## src/rtl/fad_pkg.sv

```systemverilog
package fad_pkg;
  typedef enum logic [1:0] {
    ST_OFF    = 2'd0,
    ST_LISTEN = 2'd1,
    ST_GAP    = 2'd2,
    ST_LOCK   = 2'd3
  } fad_state_e;
endpackage

```

## src/rtl/fad_timer.sv

```systemverilog
module fad_timer #(
  parameter int DWELL_CYC = 512,
  parameter int GAP_CYC   = 256
) (
  input  logic clk,
  input  logic rst_n,
  input  logic clr,
  input  logic in_gap,
  output logic last
);
  localparam int MAX_CYC = (DWELL_CYC > GAP_CYC) ? DWELL_CYC : GAP_CYC;
  localparam int CW      = $clog2(MAX_CYC + 1);
  localparam logic [CW-1:0] DWELL_LAST = CW'(DWELL_CYC - 1);
  localparam logic [CW-1:0] GAP_LAST   = CW'(GAP_CYC - 1);

  logic [CW-1:0] cnt;

  always_ff @(posedge clk or negedge rst_n) begin
    if (!rst_n)   cnt <= '0;
    else if (clr) cnt <= '0;
    else          cnt <= cnt + 1'b1;
  end

  assign last = in_gap ? (cnt == GAP_LAST) : (cnt == DWELL_LAST);
endmodule

```

## src/rtl/fad_qualify.sv

```systemverilog
module fad_qualify #(
  parameter int CORR_W = 8
) (
  input  logic              valid,
  input  logic [CORR_W-1:0] metric,
  input  logic [CORR_W-1:0] thresh,
  output logic              hit
);
  assign hit = valid && (metric > thresh);
endmodule

```

## src/rtl/fad_fsm.sv

```systemverilog
module fad_fsm
  import fad_pkg::*;
(
  input  logic       clk,
  input  logic       rst_n,
  input  logic       en,
  input  logic       hit,
  input  logic       pkt_end,
  input  logic       phase_last,
  output fad_state_e state,
  output logic       phase_clr,
  output logic       cur_ant,
  output logic       sel_q
);
  fad_state_e state_nxt;
  logic       ant_nxt;
  logic       sel_nxt;

  always_comb begin
    state_nxt = state;
    ant_nxt   = cur_ant;
    sel_nxt   = sel_q;
    if (!en) begin
      state_nxt = ST_OFF;
      ant_nxt   = 1'b0;
      sel_nxt   = 1'b0;
    end else begin
      unique case (state)
        ST_OFF: begin
          state_nxt = ST_LISTEN;
          ant_nxt   = 1'b0;
        end
        ST_LISTEN: begin
          if (hit) begin
            state_nxt = ST_LOCK;
            sel_nxt   = cur_ant;
          end else if (phase_last) begin
            state_nxt = ST_GAP;
            ant_nxt   = ~cur_ant;
          end
        end
        ST_GAP: begin
          if (phase_last) state_nxt = ST_LISTEN;
        end
        ST_LOCK: begin
          if (pkt_end) begin
            sel_nxt = 1'b0;
            if (cur_ant) begin
              state_nxt = ST_GAP;
              ant_nxt   = 1'b0;
            end else begin
              state_nxt = ST_LISTEN;
            end
          end
        end
        default: state_nxt = ST_OFF;
      endcase
    end
  end

  assign phase_clr = (state_nxt != state);

  always_ff @(posedge clk or negedge rst_n) begin
    if (!rst_n) begin
      state   <= ST_OFF;
      cur_ant <= 1'b0;
      sel_q   <= 1'b0;
    end else begin
      state   <= state_nxt;
      cur_ant <= ant_nxt;
      sel_q   <= sel_nxt;
    end
  end
endmodule

```

## src/rtl/fad_ctrl.sv

```systemverilog
module fad_ctrl
  import fad_pkg::*;
#(
  parameter int CORR_W    = 8,
  parameter int DWELL_CYC = 512,
  parameter int GAP_CYC   = 256
) (
  input  logic              clk,
  input  logic              rst_n,
  input  logic              en,
  input  logic              corr_valid,
  output logic              corr_ready,
  input  logic [CORR_W-1:0] corr_val,
  input  logic [CORR_W-1:0] corr_thresh,
  input  logic              pkt_end,
  output logic              ant_a,
  output logic              ant_b,
  output logic              rx_sw,
  output logic              tx_sw,
  output logic              locked,
  output logic              sel_ant
);
  fad_state_e state;
  logic       hit;
  logic       phase_last;
  logic       phase_clr;
  logic       cur_ant;
  logic       sel_q;

  fad_qualify #(.CORR_W(CORR_W)) u_qual (
    .valid  (corr_valid),
    .metric (corr_val),
    .thresh (corr_thresh),
    .hit    (hit)
  );

  fad_timer #(.DWELL_CYC(DWELL_CYC), .GAP_CYC(GAP_CYC)) u_timer (
    .clk    (clk),
    .rst_n  (rst_n),
    .clr    (phase_clr),
    .in_gap (state == ST_GAP),
    .last   (phase_last)
  );

  fad_fsm u_fsm (
    .clk        (clk),
    .rst_n      (rst_n),
    .en         (en),
    .hit        (hit),
    .pkt_end    (pkt_end),
    .phase_last (phase_last),
    .state      (state),
    .phase_clr  (phase_clr),
    .cur_ant    (cur_ant),
    .sel_q      (sel_q)
  );

  assign corr_ready = en;
  assign ant_a      = ~cur_ant;
  assign ant_b      = cur_ant;
  assign rx_sw      = (state == ST_LISTEN) || (state == ST_LOCK);
  assign tx_sw      = 1'b0;
  assign locked     = (state == ST_LOCK);
  assign sel_ant    = sel_q;
endmodule

```

## config.mk

```make
export PLATFORM = sky130hd
export DESIGN_NAME = fad_ctrl
export DESIGN_NICKNAME = d
export VERILOG_FILES = /design/src/rtl/fad_pkg.sv /design/src/rtl/fad_timer.sv /design/src/rtl/fad_qualify.sv /design/src/rtl/fad_fsm.sv /design/src/rtl/fad_ctrl.sv
export SDC_FILE = /design/constraint.sdc
export NUM_CORES = 1
export LEC_CHECK = 0
export ABC_AREA = 1
export BUFFER_PORTS_ARGS = -buffer_cell sky130_fd_sc_hd__buf_2
export CAP_MARGIN = 30
export CORE_MARGIN = 2
export CORE_UTILIZATION = 58
export CTS_BUF_LIST = sky130_fd_sc_hd__clkbuf_8
export DETAILED_ROUTE_END_ITERATION = 7
export GPL_TIMING_DRIVEN = 0
export PLACE_DENSITY = 0.87
export SLEW_MARGIN = 10
export SYNTH_ARGS = -nofsm -noshare
export SYNTH_HDL_FRONTEND = slang
export SYNTH_SLANG_ARGS = --single-unit
```

## constraint.sdc

```tcl
create_clock -name clk -period 3.25 [get_ports clk]
set_clock_uncertainty 0.15 [all_clocks]
set_input_delay 0.1625 -clock clk [delete_from_list [all_inputs] [get_ports clk]]
set_output_delay 0.1625 -clock clk [all_outputs]
set_load 0.02 [all_outputs]
```

==> run_results.csv, run 1 <==
group,metric,value,unit
worst_setup_path,slowest_stage,"dfrtp_1",
synth,synthTopCellsByArea,"dfrtp_1, nand2_1, ha_1",
finish,multi_input_area,580.6,sq um
power,p_per_area,532.9,nW/um^2
sta,holdWs,0.03709,ns
sta,fin_crit,2.066,ns
drt,drt_pass1_iterations,4,
drt,ant_nets,0,
power,power.leakage,0.6940,nW
worst_setup_path,path_class,"reg2reg",
worst_setup_path,cp_cell_sequence,"ha_1 -> nand2_1 -> nor2_1 -> nand4_1 -> o21ai_2 -> nand4_1 -> nand2_1 -> nand3_4 -> nor2_1",
global_routing,grt_pass1_wl,3774,microns
worst_setup_path,slowest_delay,0.41,ns
die,ios,28,
sta,hold_viol_final,0,
sta,setup_tns,0,ns
synth,yosysMostFrequentCell,"nand2_1",
clock_tree,post_cts_buffers,0,
power,vdd_drop_max,387.3,uV
synth,netlist_area,1049,sq um
die,initial_utilization,61.39,%
die,die_h,46.52,microns
sta,setup_violations,0,
drt,post_drt_wl_per_cell,11.06,microns
clock_tree,cts_resized,0,
sta,timing.final.crit_share,63.56,%
global_routing,grt-ovfl-total,0,
clock_tree,cts_tree,"yes",
synth,yosysSeqAreaShare,33.41,%
worst_setup_path,cp_max_fo,10,
global_routing,grt_max_degree,15,
synth,synth_flop_cell,"dfrtp_1",
drt,vias,978,
finish,fillers,136,
sta,clock.fmax,484.1,MHz
drt,drt_iter0_drc,6,
worst_setup_path,r2r_end,"u_timer.cnt[3]$_DFF_PN0_",
clock_tree,hold_buffers,1,
synth,synth-async-reset-ratio,100.0,%
clock_tree,htreeDepth,1,
outcome,status,"finished clean",
sta,rsz0062_at_grt,"no",
worst_setup_path,worstPathRequired,3.27,ns
worst_setup_path,r2r-start,"u_timer.cnt[0]$_DFF_PN0_",
sta,maxSlewViolCount,0,
finish,syn2layout_area_growth,21.60,%
worst_setup_path,worstRegToRegCells,9,
clock_tree,clock_latency,0.25,ns
drt,via_per_inst,4.890,
synth,synth_area_per_cell,7.281,sq um
worst_setup_path,endpoint_kind,"flop",
placed_design,gp_congestion,0.9062,
finish,regArea,350.3,sq um
placed_design,hpwl,1764,microns
finish,drive_gt1_share,24.00,%
clock_tree,clock_sinks,14,
worst_setup_path,cp.arrival,2.09,ns
min_path,hold_class,"in2reg",
global_routing,grt_pass1_vias,971,
clock_tree,cts_inserted_buffers,3,
clock_tree,path_clk_slew,0.06,ns
synth,syn_inst,144,
drt,routed_wl,2211,microns
synth,synth_top_cell_area_share,33.41,%
global_routing,antenna_found_initial,0,
worst_setup_path,start_kind,"flop",
global_routing,grt_usage,25.67,%
job,drv_cap,0,
worst_setup_path,r2r_slack,1.18,ns
worst_setup_path,cp-endpoint,"u_timer.cnt[3]$_DFF_PN0_",
synth,synth_edf_count,0,
drt,drcViolationCount,0,
die,rows,15,
synth,yosys_warnings,0,
synth,synth_nets,174,
finish,antenna_cells,0,
die,coreArea,1708,sq um
finish,nets,206,
clock_tree,cts_buffer_depth,2,
die,die_width,46.52,microns
clock_tree,clock_tree.root_cell,"clkbuf_8",
die,die-area,2164,sq um
synth,synth_cell_types,24,
synth,synth.largest_area_cell,"dfrtp_1",
synth,netlist_top_cells_count,"nand2_1, inv_1, nor2_1, dfrtp_1, ha_1",
placed_design,port_buffers,26,
synth,ys_seq_elements,14,
worst_setup_path,critPathLaunch,"u_timer.cnt[0]$_DFF_PN0_",
-- power breakdown --
part | switching [mW] | total (mW) | internal [mW]
clock | 0.0666 | 0.174 | 0.107
combinational | 0.171 | 0.268 | 0.0968
sequential | 0.0343 | 0.238 | 0.203
-- state kept, by name (all words and copies together) (netlist names) --
| signal | flops |
|---|---|
| u_timer.cnt | 10 |
| u_fsm.cur_ant | 1 |
| u_fsm.sel_q | 1 |
| u_fsm.state | 2 |
-- cell type report --
| cell class | count | area share [%] |
|---|---|---|
| Buffer | 3 | 1.570 |
| Clock buffer | 4 | 4.318 |
| Inverter | 26 | 7.655 |
| Multi-Input combinational cell | 101 | 45.53 |
| Sequential cell | 14 | 27.48 |
| Tap cell | 25 | 2.453 |
| Timing Repair Buffer | 27 | 10.99 |
-- placed cells by master, fill, tap and decap left out, drive strengths merged, types with 2 or more instances in the layout --
cell,netlist,final
a21oi,5,5
buf,3,29
clkbuf,0,4
dfrtp,14,14
ha,9,9
inv,26,26
nand2,37,37
nand3,6,6
nand4,4,4
nor2,21,21
o21ai,5,5
xnor2,2,2
xor2,5,5
-- worst min path at each step --
stage | start | to | slack, ns | depth (start not counted)
2_1_floorplan | rst_n | u_fsm.cur_ant$_DFFE_PN0P_ | -0.28 | 0
3_3_place_gp | rst_n | u_fsm.sel_q$_DFFE_PN0P_ | -0.08 | 1
3_5_place_dp | rst_n | u_fsm.sel_q$_DFFE_PN0P_ | -0.08 | 1
4_1_cts | en | u_fsm.state[1]$_DFF_PN0_ | 0.03 | 3
5_1_grt | en | u_fsm.state[1]$_DFF_PN0_ | 0.06 | 3
6_report | en | u_fsm.state[1]$_DFF_PN0_ | 0.04 | 3
-- metal layers --
layer  GRT usage [%]  up-vias  routed length (microns)
met5               0        -                        0
met4           15.43        0                       58
met3           6.667        8                      109
met2           48.89       27                     1162
met1           23.67      435                      880
li1                -      508                        -
-- metrics by stage --
stage	util (%)	cells	instance area (sq um)	setup WS [ns]	power, mW
after floorplan	-	144	1049	1.500	0.4301
after global placement	70.84	195	1210	1.347	0.4977
after detailed placement	70.84	195	1210	1.225	0.5067
after CTS	74.65	200	1275	1.160	0.6816
after global routing	74.65	200	1275	0.8770	0.7358
final	74.65	200	1275	1.184	0.6795
-- worst max-delay path, delay by kind of cell, from the launching register on --
family	cells	cell delay (ns)
AO/OA/AOI/OAI	1	0.23
adder cells (fa/ha/maj)	1	0.21
flip-flops	1	0.41
AND/OR/NAND/NOR	7	0.99
-- kinds of logic after synthesis --
kind of cell / Yosys count / synth area share (%)
simple gates: 70 / 30.19
fa+ha+maj: 9 / 10.74
other cells: 1 / 0.3577
flops: 14 / 33.41
xor+xnor: 7 / 5.847
buf+inv: 29 / 11.22
compound gates: 14 / 8.235
No activity file was read; power rests on OpenSTA's default activity.
==> run 2: changes to the inputs <==
CORE_UTILIZATION = 49   (was 58)
PLACE_DENSITY = 0.78   (was 0.87)
clock period = 1.9 ns   (was 3.25 ns; I/O delays follow)
==> run 2 against run 1 <==
Against the previous run:
- sequential share of layout area fell by 3.0 points
- fmax rose by 8.8%
- global-route usage fell by 4.5 points
- final cell count rose by 5.5%
- via count rose by 5.6%
- combinational power rose by 130%
- highest routed layer unchanged
- sequential power rose by 75%
==> run_results.csv, run 2 (synthesis gave the netlist of run 1 again) <==
group,metric,value,unit
placed_design,port_buffers,26,
placed_design,dp_cells,197,
finish,antenna_cells,0,
finish,top_regs,"u_timer.cnt: 10 flops, u_fsm.state: 2 flops",
worst_setup_path,r2r-start,"u_timer.cnt[1]$_DFF_PN0_",
drt,post_drt_wl_per_cell,11.55,microns
finish,final_cell_mix,"nand2_1, buf_2, inv_1, nor2_1, dfrtp_1",
finish,nets,215,
global_routing,grt_max_degree,15,
sta,timing.final.crit_share,99.88,%
finish,top_register,"u_timer.cnt",
worst_setup_path,cp-endpoint,"u_timer.cnt[1]$_DFF_PN0_",
worst_setup_path,r2r_slack,0.002,ns
worst_setup_path,worstRegToRegCells,12,
sta,hold_viol_final,0,
worst_setup_path,start_kind,"flop",
sta,fin_crit,1.898,ns
global_routing,grt-ovfl-total,0,
clock_tree,htreeDepth,1,
finish,fin_util,72.60,%
global_routing,antenna_found_initial,0,
clock_tree,path_clk_slew,0.06,ns
die,die-area,2526,sq um
global_routing,grt_pass1_wl,4091,microns
die,ios,28,
placed_design,gp_congestion,0.9216,
power,power.leakage,0.7578,nW
die,die_width,50.26,microns
worst_setup_path,path_class,"reg2reg",
clock_tree,cts_inserted_buffers,3,
finish,final_common_cell,"nand2_1",
drt,drt_pass1_iterations,4,
min_path,hold_class,"in2async",
die,initial_utilization,52.90,%
drt,via_per_inst,4.896,
worst_setup_path,r2r_end,"u_timer.cnt[1]$_DFF_PN0_",
drt,drt_iter0_drc,26,
outcome,status,"finished clean",
power,vdd_drop_max,833.1,uV
job,drv_cap,0,
placed_design,hpwl,1654,microns
finish,instances_no_fill,211,
sta,rsz0062_at_grt,"yes",
clock_tree,cts_tree,"yes",
sta,maxSlewViolCount,0,
drt,routed_wl,2436,microns
drt,vias,1033,
sta,clock.fmax,526.9,MHz
drt,ant_nets,0,
clock_tree,cts_buffer_depth,2,
global_routing,grt_pass1_vias,1024,
clock_tree,clock_sinks,14,
worst_setup_path,endpoint_kind,"flop",
sta,setup_violations,0,
clock_tree,clock_tree.root_cell,"clkbuf_8",
finish,drive_gt1_share,38.59,%
die,rows,16,
worst_setup_path,cp.arrival,1.88,ns
global_routing,grt_usage,21.18,%
worst_setup_path,worstPathRequired,1.88,ns
worst_setup_path,critPathLaunch,"u_timer.cnt[1]$_DFF_PN0_",
finish,largest_reg_flops,10,
clock_tree,clock_latency,0.25,ns
worst_setup_path,cp_max_fo,5,
die,coreArea,1982,sq um
finish,syn2layout_area_growth,37.23,%
drt,drcViolationCount,0,
die,die_h,50.26,microns
power,p_per_area,925.7,nW/um^2
[run 2: worst min-delay path by stage]
stage,startpoint,endpoint,slack [ns]
detailed placement,rst_n,u_fsm.sel_q$_DFFE_PN0P_,-0.14
global route,rst_n,u_timer.cnt[6]$_DFF_PN0_,0.16
CTS,pkt_end,u_fsm.state[0]$_DFF_PN0_,0.10
global placement,rst_n,u_fsm.sel_q$_DFFE_PN0P_,-0.15
finish,rst_n,u_fsm.sel_q$_DFFE_PN0P_,0.13
floorplan,rst_n,u_fsm.cur_ant$_DFFE_PN0P_,-0.35
[run 2: through the flow]
stage                     total power, mW  TNS (ns)  area, sq um  setup WS (ns)  hold WS, ns
final                               1.332         0         1439       0.002285       0.1262
after global placement             0.8568   -0.3121         1212       -0.03349      -0.1465
after detailed placement           0.8726   -0.5761         1212       -0.08326      -0.1427
after floorplan                    0.7357         0         1049         0.1503      -0.3506
after global routing                1.431    -1.237         1439        -0.1502       0.1557
after CTS                           1.232  -0.02746         1333      -0.009586       0.1048
[run 2: worst max-delay path, cell delays in order, from the launching register on]
cell and delay (ns):
dfrtp_1 0.37, ha_2 0.22, nand2_4 0.08, nor2_4 0.10, nand4_1 0.10, nor2_1 0.14, inv_2 0.06, a21oi_2 0.12
nand2_2 0.08, nand2_2 0.10, nand2_4 0.07, nand3_4 0.13, nor2_1 0.06
[run 2: where the power goes]
| group | total, mW | switching (mW) | internal [mW] | leakage (nW) |
|---|---|---|---|---|
| Clock | 0.291 | 0.108 | 0.184 | 0.0288 |
| Combinational | 0.625 | 0.390 | 0.234 | 0.541 |
| Sequential | 0.416 | 0.0652 | 0.351 | 0.188 |
| Total | 1.33 | 0.563 | 0.769 | 0.758 |
[run 2: what timing repair did]
item | CTS | global route
resized for setup | 5 | 24
setup buffers | 3 | 4
endpoints found under the setup margin | 10 | 11
hold buffers | 2 | 0
gates cloned | 1 | 0
endpoints found under the hold margin | 15 | 0
pin swaps | 2 | 13
[run 2: per-layer routing]
layer	global-route usage (%)	up-vias	part of all wire (%)
met5	0	-	0
met4	6.019	0	1.0
met3	5.952	4	3.9
met2	41.23	23	54
met1	21.43	471	41
li1	-	535	-
[run 2: area by class of cell]
class                   count  area [sq um]
plain buffers               3         20.02
clock buffers               4         55.05
fillers                   165         543.0
inverters                  26         97.59
multi-input cells         102         676.9
flip-flops and latches     14         352.8
well taps                  27         33.78
repair buffers             35         202.7
==> run 3: changes to the inputs <==
CORE_UTILIZATION = 54   (was 49)
PLACE_DENSITY = 0.82   (was 0.78)
clock period = 2 ns   (was 1.9 ns; I/O delays follow)
==> run 3 against run 2 <==
Against the previous run:
- register-to-register slack about the same
- global-route usage up 0.86 points
- via count up 0.29%
- worst hold slack better by 0.014 ns
- core utilization up 5.6 points
- wire length up 2.5%
- fmax down 4.7%
- clock power down 5%
- sequential power down 5.8%
- final cell count down 3.3%
- combinational power down 7.4%
- non-clock buffer count down 5
- critical endpoint is now u_timer.cnt[3]$_DFF_PN0_
- highest routed layer unchanged
==> run_results.csv, run 3 (synthesis gave the netlist of run 1 again) <==
group,metric,value,unit
sta,fin_crit,1.991,ns
clock_tree,clock_tree.root_cell,"clkbuf_8",
finish,antenna_cells,0,
sta,setup_violations,0,
die,coreArea,1783,sq um
worst_setup_path,cp.arrival,2.02,ns
finish,largest_reg_flops,10,
die,die-area,2310,sq um
worst_setup_path,cp.depth,11,
worst_setup_path,slowest_stage,"dfrtp_1",
finish,syn2layout_area_growth,32.94,%
sta,maxSlewViolCount,0,
power,vdd_drop_max,661.0,uV
die,die_h,48.07,microns
worst_setup_path,worstPathRequired,2.03,ns
drt,vias,1036,
sta,hold_viol_final,0,
drt,routed_wl,2496,microns
drt,post_drt_wl_per_cell,12.24,microns
die,rows,15,
finish,nets,210,
finish,final_common_cell,"nand2_1",
clock_tree,clock_latency,0.25,ns
clock_tree,path_clk_slew,0.06,ns
clock_tree,clock_sinks,14,
global_routing,grt_usage,22.03,%
clock_tree,cts_tree,"yes",
placed_design,gp_congestion,0.8788,
worst_setup_path,r2r-start,"u_timer.cnt[1]$_DFF_PN0_",
worst_setup_path,crit_top_cell,"nand2_1",
clock_tree,cts_inserted_buffers,3,
die,ios,28,
sta,setup_ws,0.009462,ns
drt,drt_pass1_iterations,4,
finish,drive_gt1_share,35.20,%
power,power.total,1.247,mW
finish,top_register,"u_timer.cnt",
worst_setup_path,cp_max_fo,5,
drt,via_per_inst,5.078,
job,drv_cap,0,
worst_setup_path,cp_top_family,"simple AND/OR/NAND/NOR gates",
sta,clock.fmax,502.4,MHz
drt,drcViolationCount,0,
placed_design,hpwl,1579,microns
global_routing,antenna_found_initial,0,
die,initial_utilization,58.81,%
worst_setup_path,start_kind,"flop",
outcome,status,"finished clean",
worst_setup_path,worstRegToRegCells,11,
sta,rsz0062_at_grt,"yes",
placed_design,pre_cts_ws,0.01269,ns
min_path,hold_class,"in2async",
finish,top_regs,"u_timer.cnt: 10 flops, u_fsm.state: 2 flops",
finish,final_cell_mix,"nand2_1, buf_2, inv_1, dfrtp_1, nor2_1",
drt,drt_iter0_drc,10,
die,die_width,48.07,microns
worst_setup_path,endpoint_kind,"flop",
power,power.leakage,0.7422,nW
power,p_per_area,894.4,nW/um^2
global_routing,grt_max_degree,15,
drt,ant_nets,0,
placed_design,port_buffers,26,
global_routing,grt_pass1_wl,3491,microns
clock_tree,htreeDepth,1,
worst_setup_path,path_class,"reg2reg",
global_routing,grt-ovfl-total,0,
finish,fillers,129,
global_routing,grt_pass1_vias,930,
sta,holdWs,0.1403,ns
worst_setup_path,cp_cell_sequence,"ha_2 -> nand2_4 -> nor2_4 -> nand4_1 -> o21ai_0 -> nand2_1 -> nand3_2 -> nand2_1 -> nand2_2 -> nand3_4 -> nor2_2",
worst_setup_path,crit_buf_inv,0,
worst_setup_path,slowest_delay,0.37,ns
worst_setup_path,critPathLaunch,"u_timer.cnt[1]$_DFF_PN0_",
clock_tree,cts_buffer_depth,2,
sta,timing.final.crit_share,99.53,%
run 3: changes by cell type in the layout (fill, tap and decap cells not counted), sizes merged:
cell,delta
buf,-5
run 3: repair_timing:
action	in CTS	in global routing
buffers inserted	1	1
cloned	0	1
hold endpoints to repair	15	0
gates resized for setup	1	24
hold buffers	2	0
pin swaps	2	10
endpoints found under the setup margin	10	10
run 3: layout make-up:
cell class              instances  area (sq um)  share of cell area [%]
well taps                      25         31.28                   2.244
multi-input cells             102         673.1                   48.29
clock buffers                   4         55.05                   3.950
flip-flops and latches         14         351.6                   25.22
inverters                      26         97.59                   7.002
repair buffers                 30         165.2                   11.85
plain buffers                   3         20.02                   1.436
run 3: path summary, 6_finish.rpt:
check	end	slack, ns
max reg2reg	u_timer.cnt[3]$_DFF_PN0_	0.009
min in group clk	u_fsm.state[0]$_DFF_PN0_	0.15
max	u_timer.cnt[3]$_DFF_PN0_	0.009
max in group asynchronous	u_fsm.state[1]$_DFF_PN0_	1.29
min reg2reg	u_fsm.sel_q$_DFFE_PN0P_	0.33
min	u_fsm.state[0]$_DFF_PN0_	0.14
run 3: per-layer routing:
layer | vias up | track usage [%] | wire length (microns)
met5 | - | 0 | 0
met4 | 0 | 8.108 | 59
met3 | 10 | 7.547 | 125
met2 | 34 | 41.07 | 1323
met1 | 472 | 22.40 | 986
li1 | 520 | - | -
run 3: stage by stage:
step / instance area, sq um / TNS, ns / util [%] / instances
finish: 1394 / 0 / 78.18 / 204
global route: 1394 / -0.5979 / 78.18 / 204
CTS: 1295 / 0 / 72.63 / 202
detailed placement: 1210 / 0 / 67.86 / 195
global placement: 1210 / 0 / 67.86 / 195
floorplan: 1049 / 0 / - / 144
run 3: report_power, final:
group          internal, mW  total, mW  switching [mW]
Combinational         0.204      0.579           0.375
Clock                 0.174      0.275           0.101
Sequential            0.331      0.392          0.0608
Total                 0.710       1.25           0.537
